--- src/rtl/pario_pkg.sv ---
package pario_pkg;
    localparam int NPORT   = 2;
    localparam int CTL_IE  = 0;
    localparam int CTL_HS  = 1;
    localparam int CTL_OVR = 2;

    typedef enum logic [1:0] {
        HS_IDLE = 2'd0,
        HS_FULL = 2'd1,
        HS_OVER = 2'd2
    } hs_state_t;
endpackage

--- src/rtl/pario_hs_fsm.sv ---
module pario_hs_fsm
    import pario_pkg::*;
(
    input  logic clk,
    input  logic rst_n,
    input  logic hs_en,
    input  logic stb_edge,
    input  logic rd_clr,
    output logic latch_en,
    output logic pend,
    output logic ovr
);
    hs_state_t state, state_nx;

    always_ff @(posedge clk or negedge rst_n) begin
        if (!rst_n) state <= HS_IDLE;
        else        state <= state_nx;
    end

    always_comb begin
        state_nx = state;
        unique case (state)
            HS_IDLE: begin
                if (hs_en && stb_edge) state_nx = HS_FULL;
            end
            HS_FULL: begin
                if (!hs_en)                   state_nx = HS_IDLE;
                else if (stb_edge && !rd_clr) state_nx = HS_OVER;
                else if (stb_edge)            state_nx = HS_FULL;
                else if (rd_clr)              state_nx = HS_IDLE;
            end
            HS_OVER: begin
                if (!hs_en)                   state_nx = HS_IDLE;
                else if (stb_edge && rd_clr)  state_nx = HS_FULL;
                else if (rd_clr)              state_nx = HS_IDLE;
            end
            default: state_nx = HS_IDLE;
        endcase
    end

    always_comb begin
        latch_en = hs_en && stb_edge;
        pend     = (state != HS_IDLE);
        ovr      = (state == HS_OVER);
    end

    // a strobe with handshake on leaves a pending request
    a_r4_strobe_pends: assert property (@(posedge clk) disable iff (!rst_n)
        (hs_en && stb_edge) |=> pend);
    // a read without strobe retires the request
    a_r5_read_clears: assert property (@(posedge clk) disable iff (!rst_n)
        (hs_en && rd_clr && !stb_edge) |=> !pend);
    // strobe on a full buffer without a read flags overrun
    a_r7_overrun: assert property (@(posedge clk) disable iff (!rst_n)
        (pend && hs_en && stb_edge && !rd_clr) |=> ovr);
    // handshake off never leaves a request behind
    a_r8_off_idle: assert property (@(posedge clk) disable iff (!rst_n)
        !hs_en |=> !pend);
endmodule

--- src/rtl/pario_port.sv ---
module pario_port
    import pario_pkg::*;
#(
    parameter int DW = 8
) (
    input  logic          clk,
    input  logic          rst_n,
    input  logic          wr_dat,
    input  logic          wr_dir,
    input  logic          wr_ctl,
    input  logic          rd_dat,
    input  logic [DW-1:0] wdata,
    input  logic [DW-1:0] pin_in,
    input  logic          stb,
    output logic [DW-1:0] pin_out,
    output logic [DW-1:0] dir,
    output logic [DW-1:0] dat_rd,
    output logic [DW-1:0] ctl_rd,
    output logic          ack,
    output logic          irq_n
);
    logic [DW-1:0] out_q, dir_q, in_q;
    logic          ie_q, hs_q, stb_q;
    logic          stb_edge, latch_en, pend, ovr;

    assign stb_edge = stb && !stb_q;

    pario_hs_fsm u_fsm (
        .clk      (clk),
        .rst_n    (rst_n),
        .hs_en    (hs_q),
        .stb_edge (stb_edge),
        .rd_clr   (rd_dat),
        .latch_en (latch_en),
        .pend     (pend),
        .ovr      (ovr)
    );

    always_ff @(posedge clk or negedge rst_n) begin
        if (!rst_n) begin
            out_q <= '0;
            dir_q <= '0;
            in_q  <= '0;
            ie_q  <= 1'b0;
            hs_q  <= 1'b0;
            stb_q <= 1'b0;
        end else begin
            stb_q <= stb;
            if (wr_dat)   out_q <= wdata;
            if (wr_dir)   dir_q <= wdata;
            if (wr_ctl) begin
                ie_q <= wdata[CTL_IE];
                hs_q <= wdata[CTL_HS];
            end
            if (latch_en) in_q <= pin_in;
        end
    end

    logic [DW-1:0] in_view;
    always_comb begin
        in_view = hs_q ? in_q : pin_in;
        dat_rd  = (dir_q & out_q) | (~dir_q & in_view);
        ctl_rd          = '0;
        ctl_rd[CTL_IE]  = ie_q;
        ctl_rd[CTL_HS]  = hs_q;
        ctl_rd[CTL_OVR] = ovr;
        pin_out = out_q;
        dir     = dir_q;
        ack     = pend;
        irq_n   = !(pend && ie_q);
    end

    // the captured byte is the pin value at the strobe edge
    a_r4_capture: assert property (@(posedge clk) disable iff (!rst_n)
        latch_en |=> (in_q == $past(pin_in)));
    // a request with interrupts enabled shows on the line
    a_r6_irq_line: assert property (@(posedge clk) disable iff (!rst_n)
        (ack && $past(ie_q) && ie_q && $past(rst_n)) |-> !irq_n);
endmodule

--- src/rtl/pario_hs.sv ---
module pario_hs
    import pario_pkg::*;
#(
    parameter int DW = 8
) (
    input  logic          clk,
    input  logic          rst_n,
    input  logic          wr_en,
    input  logic          rd_en,
    input  logic          ctl_sel,
    input  logic [1:0]    addr,
    input  logic [DW-1:0] wdata,
    output logic [DW-1:0] rdata,
    input  logic [DW-1:0] pa_in,
    output logic [DW-1:0] pa_out,
    output logic [DW-1:0] pa_dir,
    input  logic          a_stb,
    output logic          a_ack,
    output logic          a_irq_n,
    input  logic [DW-1:0] pb_in,
    output logic [DW-1:0] pb_out,
    output logic [DW-1:0] pb_dir,
    input  logic          b_stb,
    output logic          b_ack,
    output logic          b_irq_n
);
    logic [NPORT-1:0][DW-1:0] p_in, p_out, p_dir, p_dat, p_ctl;
    logic [NPORT-1:0]         p_stb, p_ack, p_irq;

    assign p_in  = {pb_in, pa_in};
    assign p_stb = {b_stb, a_stb};
    assign pa_out = p_out[0];
    assign pb_out = p_out[1];
    assign pa_dir = p_dir[0];
    assign pb_dir = p_dir[1];
    assign a_ack  = p_ack[0];
    assign b_ack  = p_ack[1];
    assign a_irq_n = p_irq[0];
    assign b_irq_n = p_irq[1];

    for (genvar p = 0; p < NPORT; p++) begin : g_port
        logic hit;
        assign hit = (addr[1] == p[0]);
        pario_port #(.DW(DW)) u_port (
            .clk     (clk),
            .rst_n   (rst_n),
            .wr_dat  (wr_en && hit && !ctl_sel && !addr[0]),
            .wr_dir  (wr_en && hit && !ctl_sel &&  addr[0]),
            .wr_ctl  (wr_en && hit &&  ctl_sel),
            .rd_dat  (rd_en && hit && !ctl_sel && !addr[0]),
            .wdata   (wdata),
            .pin_in  (p_in[p]),
            .stb     (p_stb[p]),
            .pin_out (p_out[p]),
            .dir     (p_dir[p]),
            .dat_rd  (p_dat[p]),
            .ctl_rd  (p_ctl[p]),
            .ack     (p_ack[p]),
            .irq_n   (p_irq[p])
        );
    end

    always_comb begin
        if (ctl_sel)      rdata = p_ctl[addr[1]];
        else if (addr[0]) rdata = p_dir[addr[1]];
        else              rdata = p_dat[addr[1]];
    end

    // a data read of one port leaves the other port's request alone
    a_r9_isolated: assert property (@(posedge clk) disable iff (!rst_n)
        (rd_en && !ctl_sel && !addr[0] && addr[1] && !a_stb && a_ack) |=> a_ack);
endmodule

--- config.mk ---
export PLATFORM = sky130hd
export DESIGN_NAME = pario_hs
export DESIGN_NICKNAME = d
export VERILOG_FILES = /design/src/rtl/pario_pkg.sv /design/src/rtl/pario_hs_fsm.sv /design/src/rtl/pario_port.sv /design/src/rtl/pario_hs.sv
export SDC_FILE = /design/constraint.sdc
export NUM_CORES = 1
export LEC_CHECK = 0
export BUFFER_PORTS_ARGS = -buffer_cell sky130_fd_sc_hd__buf_2
export CELL_PAD_IN_SITES_DETAIL_PLACEMENT = 0
export CELL_PAD_IN_SITES_GLOBAL_PLACEMENT = 1
export CORE_MARGIN = 2
export CORE_UTILIZATION = 42
export CTS_CLUSTER_SIZE = 12
export DETAILED_ROUTE_END_ITERATION = 6
export PLACE_DENSITY_LB_ADDON = 0.12
export SETUP_SLACK_MARGIN = 0.15
export SYNTH_ARGS = -nofsm -noshare
export SYNTH_HDL_FRONTEND = slang
export SYNTH_SLANG_ARGS = --single-unit
--- constraint.sdc ---
create_clock -name clk -period 1.75 [get_ports clk]
set_clock_uncertainty 0.15 [all_clocks]
set_input_delay 0.2625 -clock clk [delete_from_list [all_inputs] [get_ports clk]]
set_output_delay 0.2625 -clock clk [all_outputs]
set_load 0.03 [all_outputs]
== Word level (Yosys, flattened, before mapping) ==
Cells that the tools add are included.

* Register bits after elaboration: 58
* Bits of input ports: 33
* Output and inout port bits: 44
* Word-level logic and storage cells: 94

* Magnitude comparators: 1
* Equality and inequality tests: 6
* Muxes and demuxes: 26
* Bitwise operators: 9
* Reductions and logical operators: 38

{| class="wikitable"
|+ Operator list
! cell !! count
|-
| $mux W8 || 9
|-
| $and A8 B8 Y8 || 4
|-
| $mux W2 || 14
|-
| $logic_and A1 B1 Y1 || 26
|-
| $not A8 Y8 || 2
|-
| $or A8 B8 Y8 || 2
|-
| $pmux W2 S3 || 2
|-
| $logic_not A1 Y1 || 8
|-
| $eq A2 B1 Y1 const B || 2
|-
| $eq A2 B2 Y1 const B || 2
|-
| $logic_not A2 Y1 || 2
|-
| $ne A2 B1 Y1 const B || 2
|-
| $reduce_bool A2 Y1 || 2
|-
| $mux W3 || 1
|-
| $lt A1 B2 Y1 const B || 1
|-
| $not A1 Y1 || 1
|}

== Logic depth before layout (Yosys ltp) ==
Gate-level depths: netlist (run 1).

* Word-level depth: 9
* Depth in mapped cells: 5
* Mapped depth without buffers: 3

== Modules after synthesis ==
From an unflattened synthesis (run 1), not the netlist that was laid out.

* Cell total of the unflattened synthesis: 274
* Area, all modules: 3414.5 um^2

{| class="wikitable"
|+ By module, submodules not included
! module !! instances !! cells an instance !! area an instance (um^2) !! seq. area each (um^2)
|-
| pario_port || 2 || 92 || 1327.5 || 675.6
|-
| pario_hs || 1 || 60 || 494.2 || 0.0
|-
| pario_hs_fsm || 2 || 15 || 132.6 || 50.0
|}

== Worst setup path after synthesis (run 1) ==
Ideal clock, no wire load.

* Kind: register to output
* From: register g_port[0].u_port.hs_q
* To: output rdata[5]
* Arrival: 1.616 ns
* Data required time: 1.337 ns
* Setup slack: -0.278 ns
* Cell stages (with the launch flop): 5
* Buffers on the path: 1
* Cells stage by stage: dfrtp_1 -> buf_2 -> mux2i_1 -> or4_1 -> a31oi_1

* Word-level cells in the longest chain between the ends: 7

{| class="wikitable"
|+ Ends and longest elaborated chain
! element !! RTL line !! RTL
|-
| from (decl) || pario_port.sv:23 || <nowiki>logic ie_q, hs_q, stb_q;</nowiki>
|-
| from (signal assigned) || pario_port.sv:53 || <nowiki>hs_q <= wdata[CTL_HS];</nowiki>
|-
| $mux W8 || pario_port.sv:61 || <nowiki>in_view = hs_q ? in_q : pin_in;</nowiki>
|-
| $and A8 B8 Y8 || pario_port.sv:62 || <nowiki>dat_rd = (dir_q & out_q) | (~dir_q & in_view);</nowiki>
|-
| $or A8 B8 Y8 || pario_port.sv:62 ||
|-
| $mux W8 (implied by the code) (2 in a row) || pario_hs.sv:66 || <nowiki>else rdata = p_dat[addr[1]];</nowiki>
|-
| $mux W8 || pario_hs.sv:65 || <nowiki>else if (addr[0]) rdata = p_dir[addr[1]];</nowiki>
|-
| $mux W8 || pario_hs.sv:64 || <nowiki>if (ctl_sel) rdata = p_ctl[addr[1]];</nowiki>
|-
| to (decl) || pario_hs.sv:13 || <nowiki>output logic [DW-1:0] rdata,</nowiki>
|}

Every way passes these cells. The select of a mux whose other input is x is not followed.

== Worst setup path in the final report (run 1) ==
* From: register g_port[0].u_port.hs_q
* To: output rdata[1]

* Word-level cells in the longest chain between the ends: 7
* Elaborated cells between the ends (all ways): 9
* Classes of those cells: mux: 7; bitwise: 2

{| class="wikitable"
|+ Ends and longest elaborated chain
! element !! RTL line
|-
| $mux W8 || pario_port.sv:61
|-
| $and A8 B8 Y8 || pario_port.sv:62
|-
| $or A8 B8 Y8 || pario_port.sv:62
|-
| $mux W8 (implied by the code) (2 in a row) || pario_hs.sv:66
|-
| $mux W8 || pario_hs.sv:65
|-
| $mux W8 * || pario_hs.sv:64
|}

Mark *: on every way between the ends. The rest lies on a longest branch, timed or not. The select of a mux whose other input is x is not followed.

==> metrics, run 1 <==
worst vdd ir=0.629 mV; number of nets still failing antenna checks after routing=0; Die Footprint=7670 um2; Clock Root Buffer=clkbuf_8; WP data required=1340 ps; pin count of the biggest net entering global routing=25; vias=2329; R2R cell count=5; status=complete, but fails checks; Final TNS setup=-3420 ps; global-route wire length before repair=11900 um; GRT Total Usage=20.9%; Synth Area per Inst=12.9 um2; Design Area, Final=4240 um2; Hold Path Class=primary input to flip-flop; Worst EP arrival=1810 ps; routed wire length=7690 um; TritonCTS Buffers=9; Worst R2R Setup Slack=200 ps; Least-Margin Pin Slew=467 ps; drt drc=0; DRT iter0 DRCs=68; IO Pins=77; Die Height=87.6 um; per-cell routed wire length=17.1 um; worst setup path endpoint=rdata[1]; crit path max fanout=9; critical path depth in cells=5; RePlAce Congestion=0.783; total power draw=0.00493 W; RSZ-0062 raised after global routing=true; dpl hpwl=5730 um; PD cells=1160 nW/um2; Setup Viol. Count Final=8; Worst path slowest cell=dfrtp_1; core area=6790 um2; syn nets=261; Buf/Inv on CP=2; clock sinks=58; final hold slack=29.6 ps; FF+latch count, synth=58; max cap viols=0; Synth Cell Area=2940 um2; Synth cell types=31; initial core utilization=43.2%; setup ws final=-470 ps; share of cells above drive strength 1=61.4%; Startpoint Class=flip-flop; Period Utilization, post-route=127%; max incr delay on CP=410 ps; antenna diode count=0; Syn Inst Count=228; clk slew on worst S/H paths=70 ps; crit-path cells=buf_12 -> mux2_4 -> o211ai_1 -> o2111ai_2 -> buf_6; vias per cell=5.16; Reg2Reg Launch Point=g_port[0].u_port.hs_q$_DFFE_PN0P_; commonest non-fill, non-tap cell in the layout=buf_2; CTS HTree Levels=3; Leak=1.92 nW; failing checks=negative setup slack; CP Launch Point=g_port[0].u_port.hs_q$_DFFE_PN0P_; number of placement rows=30; worst-case clock buffer depth=2; CTS tree=built; GRT overflow=0; Setup WS pre-CTS=-192 ps; Skew-Pair Late Insertion Delay=330 ps; CP endpoint kind=primary output; FILL cells=574; most frequent cells in the layout=64 x buf_2, 55 x mux2_2, 54 x dfrtp_1, 32 x buf_4, 17 x buf_6; Slew HR=68.8%; placed instance area=3810 um2; TritonRoute pass-1 iters=4; Die X=87.6 um; Seq/Total Area, Yosys=49.4%; layout net count=383; CP Class=flip-flop to primary output; min cycle time layout=2220 ps; worst reg2reg path endpoint=g_port[0].u_port.in_q[3]$_DFFE_PN0P_; fmax=450 MHz; fin. max-slew vios=0; Yosys warnings=0; initial antenna violation count=0; vias in the first global route=2331; Area Overhead vs Synth=44.4%; cell family with most CP delay=compound AO/OA/AOI/OAI gates; Port-buffer cells=76; final hold vios=0
## layout make-up
type	instances	area (um2)	area share, %
clock inverter	2	35.0	0.827
tap	96	120	2.83
timing repair buffer	121	882	20.8
sequential	58	1460	34.4
clock buffer	14	173	4.07
multi-input combinational	160	1570	37.1
## stage by stage
stage / util, % / instances
3_5_place_dp: 56.1 / 423
2_1_floorplan: - / 228
6_report: 62.4 / 451
5_1_grt: 62.4 / 451
3_3_place_gp: 56.1 / 423
4_1_cts: 61.8 / 448
## report_power, final
part	switching, W	internal [W]
sequential	0.000240	0.00166
clock	0.000509	0.000774
combinational	0.000915	0.000830
total	0.00166	0.00326
## cells in the mapped netlist, drive strengths merged
library cell / instances / area share, %
o21ai: 8 / 1.4
or4b: 1 / 0.47
o31a: 2 / 0.60
a31oi: 5 / 1.1
nand4b: 1 / 0.51
nor3: 4 / 0.85
dfrtp: 58 / 49
nand4bb: 1 / 0.38
buf: 10 / 2.0
and3: 2 / 0.43
nand3: 1 / 0.17
nand3b: 3 / 0.77
o2111ai: 3 / 0.90
mux2i: 13 / 4.4
a211oi: 2 / 0.51
or3: 5 / 1.1
nand2b: 14 / 3.0
mux2: 60 / 23
or4: 5 / 1.3
o211ai: 11 / 2.8
o21a: 5 / 1.3
nand2: 5 / 0.64
or2: 2 / 0.43
nor4b: 1 / 0.81
nor4bb: 1 / 0.34
and3b: 3 / 0.90
nor3b: 2 / 0.51
## logic make-up (layout without fill, tap and decap cells)
family | after synthesis | count (layout) | synth area share [%]
buffers and inverters | 10 | 137 | 2.05
DFF | 58 | 58 | 49.4
muxes | 73 | 73 | 27.5
and+or+nand+nor | 51 | 51 | 12.5
AOI/OAI and AO/OA | 36 | 36 | 8.53
## what timing repair did
item / 4_1_cts / 5_1_grt
pin swaps: 9 / 5
setup endpoints to repair: 20 / 26
hold buffers: 3 / 0
gates cloned: 0 / 0
setup buffers: 6 / 3
gates resized for setup: 34 / 5
hold endpoints to repair: 18 / 0
## metal layers
| layer | vias up | wire [um] | GRT usage, % | share of wire (%) |
|---|---|---|---|---|
| li1 | 1107 | - | - | - |
| met1 | 1163 | 3390 | 26.5 | 44 |
| met4 | 0 | 44 | 6.15 | 0.57 |
| met2 | 55 | 3960 | 35.1 | 52 |
| met3 | 4 | 291 | 5.75 | 3.8 |
| met5 | - | 0 | 0 | 0 |
## flip-flops by register name, summed over array words and instances (netlist names)
register	count
g_port.u_port.u_fsm.state	4
g_port.u_port.in_q	16
g_port.u_port.dir	16
g_port.u_port.pin_out	16
g_port.u_port.stb_q	2
g_port.u_port.ie_q	2
g_port.u_port.hs_q	2
## worst min-delay path by stage
| stage | slack [ps] | end | from | depth (start not counted) |
|---|---|---|---|---|
| 6_report | 30 | g_port[1].u_port.in_q[5]$_DFFE_PN0P_ | pb_in[5] | 2 |
| 3_3_place_gp | 90 | g_port[1].u_port.stb_q$_DFF_PN0_ | rst_n | 1 |
| 5_1_grt | 10 | g_port[0].u_port.in_q[7]$_DFFE_PN0P_ | pa_in[7] | 2 |
| 4_1_cts | 10 | g_port[0].u_port.in_q[7]$_DFFE_PN0P_ | pa_in[7] | 2 |
| 3_5_place_dp | 90 | g_port[1].u_port.in_q[5]$_DFFE_PN0P_ | rst_n | 1 |
| 2_1_floorplan | -180 | g_port[0].u_port.dir[0]$_DFFE_PN0P_ | rst_n | 0 |
Note: power is estimated with default switching activity, not from simulation.
==> inputs of run 2 (changes only) <==
- clock period: 1.75 -> 2.3 ns (I/O delays scaled with it)
==> metrics, run 2 (same netlist as run 1, synthesis figures left out) <==
max cap viols=0 (unchanged); vias per cell=5.30 (+2.7%); WP data required=1800 ps (+460 ps); vias in the first global route=2320 (-0.47%); RSZ-0062 raised after global routing=true; Die Height=87.6 um (unchanged); Worst R2R Setup Slack=550 ps (+350 ps); CTS HTree Levels=3 (unchanged); min cycle time layout=2280 ps; Setup WS pre-CTS=110 ps (+302 ps); Port-buffer cells=76 (unchanged); Clock Root Buffer=clkbuf_8; final std cells w/o fill=431 (-4.4%); initial antenna violation count=0 (unchanged); most used cell, CP=buf_6; CP endpoint kind=primary output; Startpoint Class=flip-flop; crit path max fanout=6 (-3); FF/Latch Area=1450 um2 (-0.17%); Reg2Reg Launch Point=g_port[1].u_port.hs_q$_DFFE_PN0P_; number of nets still failing antenna checks after routing=0 (unchanged); FILL cells=631 (+9.9%); Hold Path Class=primary input to flip-flop; CTS tree=built; PD cells=906 nW/um2 (-22%); Hold Path Depth=2 (unchanged); total power draw=0.00348 W (-29%); clk slew on worst S/H paths=60 ps (about the same); commonest non-fill, non-tap cell in the layout=buf_2; worst reg2reg path endpoint=g_port[1].u_port.in_q[6]$_DFFE_PN0P_; vias=2285 (-1.9%); layout net count=363 (-5.2%); drt drc=0 (unchanged); final hold vios=0 (unchanged); worst-case clock buffer depth=2 (unchanged); GRT overflow=0 (unchanged); Period Utilization, post-route=98.9%; initial core utilization=43.2% (unchanged); most frequent cells in the layout=69 x buf_2, 60 x mux2_2, 56 x dfrtp_1, 23 x buf_4, 14 x nand2b_1; antenna diode count=0 (unchanged); number of placement rows=30 (unchanged); Skew-Pair Late Insertion Delay=330 ps (about the same); Leak=1.74 nW (-9.4%); Multi-input gate area=1450 um2 (-7.6%); setup ws final=24.9 ps (+495 ps); RePlAce Congestion=0.745 (-4.9%); IO Pins=77 (unchanged); fmax=440 MHz; crit-path cells=buf_6 -> mux2i_1 -> or4_1 -> a31oi_2 -> buf_6; final hold slack=111 ps (+81.4 ps); core area=6790 um2 (unchanged); dpl hpwl=5390 um (-5.9%); share of cells above drive strength 1=55.2% (-6.2 points); worst hold endpoint=g_port[1].u_port.in_q[0]$_DFFE_PN0P_; Worst path slowest cell=dfrtp_2; per-cell routed wire length=17.5 um (+2.5%); R2R cell count=4 (-1); DRT iter0 DRCs=84 (+24%); clock sinks=58 (unchanged); Area Overhead vs Synth=30.9%; Buf/Inv on CP=2 (unchanged); Setup Viol. Count Final=0 (-8); CP Class=flip-flop to primary output; fin. max-slew vios=0 (unchanged); TritonCTS Buffers=9 (unchanged); max incr delay on CP=410 ps (about the same); GRT Total Usage=21.1% (+0.14 points); Die Footprint=7670 um2 (unchanged); Final Util=56.5% (-5.8 points); global-route wire length before repair=12000 um (+0.46%); status=complete, no violations; cell family with most CP delay=flip-flops; Least-Margin Pin Slew=474 ps (+6.90 ps); HP Start=pb_in[0]; TritonRoute pass-1 iters=4 (unchanged); Slew HR=68.3% (-0.56 points); Worst EP arrival=1780 ps (-30 ps); pin count of the biggest net entering global routing=59 (+140%); Die X=87.6 um (unchanged); routed wire length=7540 um (-2.0%); worst vdd ir=0.566 mV (-10%); placed insts=407 (-3.8%)
run 2: cell count changes in the layout (fill, tap and decap cells not counted), moves of 3 or more:
cell,change
a31oi_1,+3
buf_4,-9
or4_4,-5
mux2_2,+5
buf_2,+5
mux2_4,-5
or4_1,+5
buf_6,-13
buf_12,-3
a31oi_4,-5
run 2: per-stage QoR:
stage / TNS [ps] / instance area [um2]
after global routing: -82.1 / 3840
after global placement: 0 / 3520
after floorplan: 0 / 2940
after detailed placement: 0 / 3520
after CTS: 0 / 3820
final: 0 / 3840
run 2: area by class of cell:
cell class / instances / area share (%)
Tap cell: 96 / 3.13
Timing Repair Buffer: 101 / 16.5
Clock inverter: 2 / 0.261
Multi-Input combinational cell: 160 / 37.8
Sequential cell: 58 / 37.9
Clock buffer: 14 / 4.50
run 2: power breakdown:
| part | switching (W) | internal (W) | total, W |
|---|---|---|---|
| Combinational | 0.000652 | 0.000525 | 0.00118 |
| Clock | 0.000382 | 0.000477 | 0.000858 |
| Sequential | 0.000181 | 0.00126 | 0.00144 |
run 2: how the worst max path moves through the flow:
| stage | start | endpoint | slack, ps | depth (start not counted) |
|---|---|---|---|---|
| floorplan | g_port[0].u_port.hs_q$_DFFE_PN0P_ | rdata[5] | 190 | 4 |
| global placement | g_port[0].u_port.hs_q$_DFFE_PN0P_ | rdata[5] | 120 | 4 |
| detailed placement | g_port[0].u_port.hs_q$_DFFE_PN0P_ | rdata[5] | 110 | 4 |
| CTS | g_port[0].u_port.hs_q$_DFFE_PN0P_ | rdata[7] | 20 | 5 |
| global route | g_port[0].u_port.hs_q$_DFFE_PN0P_ | rdata[4] | -30 | 5 |
| finish | g_port[0].u_port.hs_q$_DFFE_PN0P_ | rdata[7] | 20 | 5 |
run 2: layer usage:
metal	wire, um	share of wire, %	GRT usage (%)	up-vias
met2	3700	49	34.8	71
li1	-	-	-	1071
met1	3250	43	26.9	1129
met3	408	5.4	5.66	14
met5	0	0	0	-
met4	178	2.4	7.13	0
run 2: what timing repair did:
item	4_1_cts	5_1_grt
pin swaps	2	0
hold buffers	3	0
hold endpoints to repair	60	0
resized for setup	15	5
setup buffers	5	0
endpoints found under the setup margin	8	8
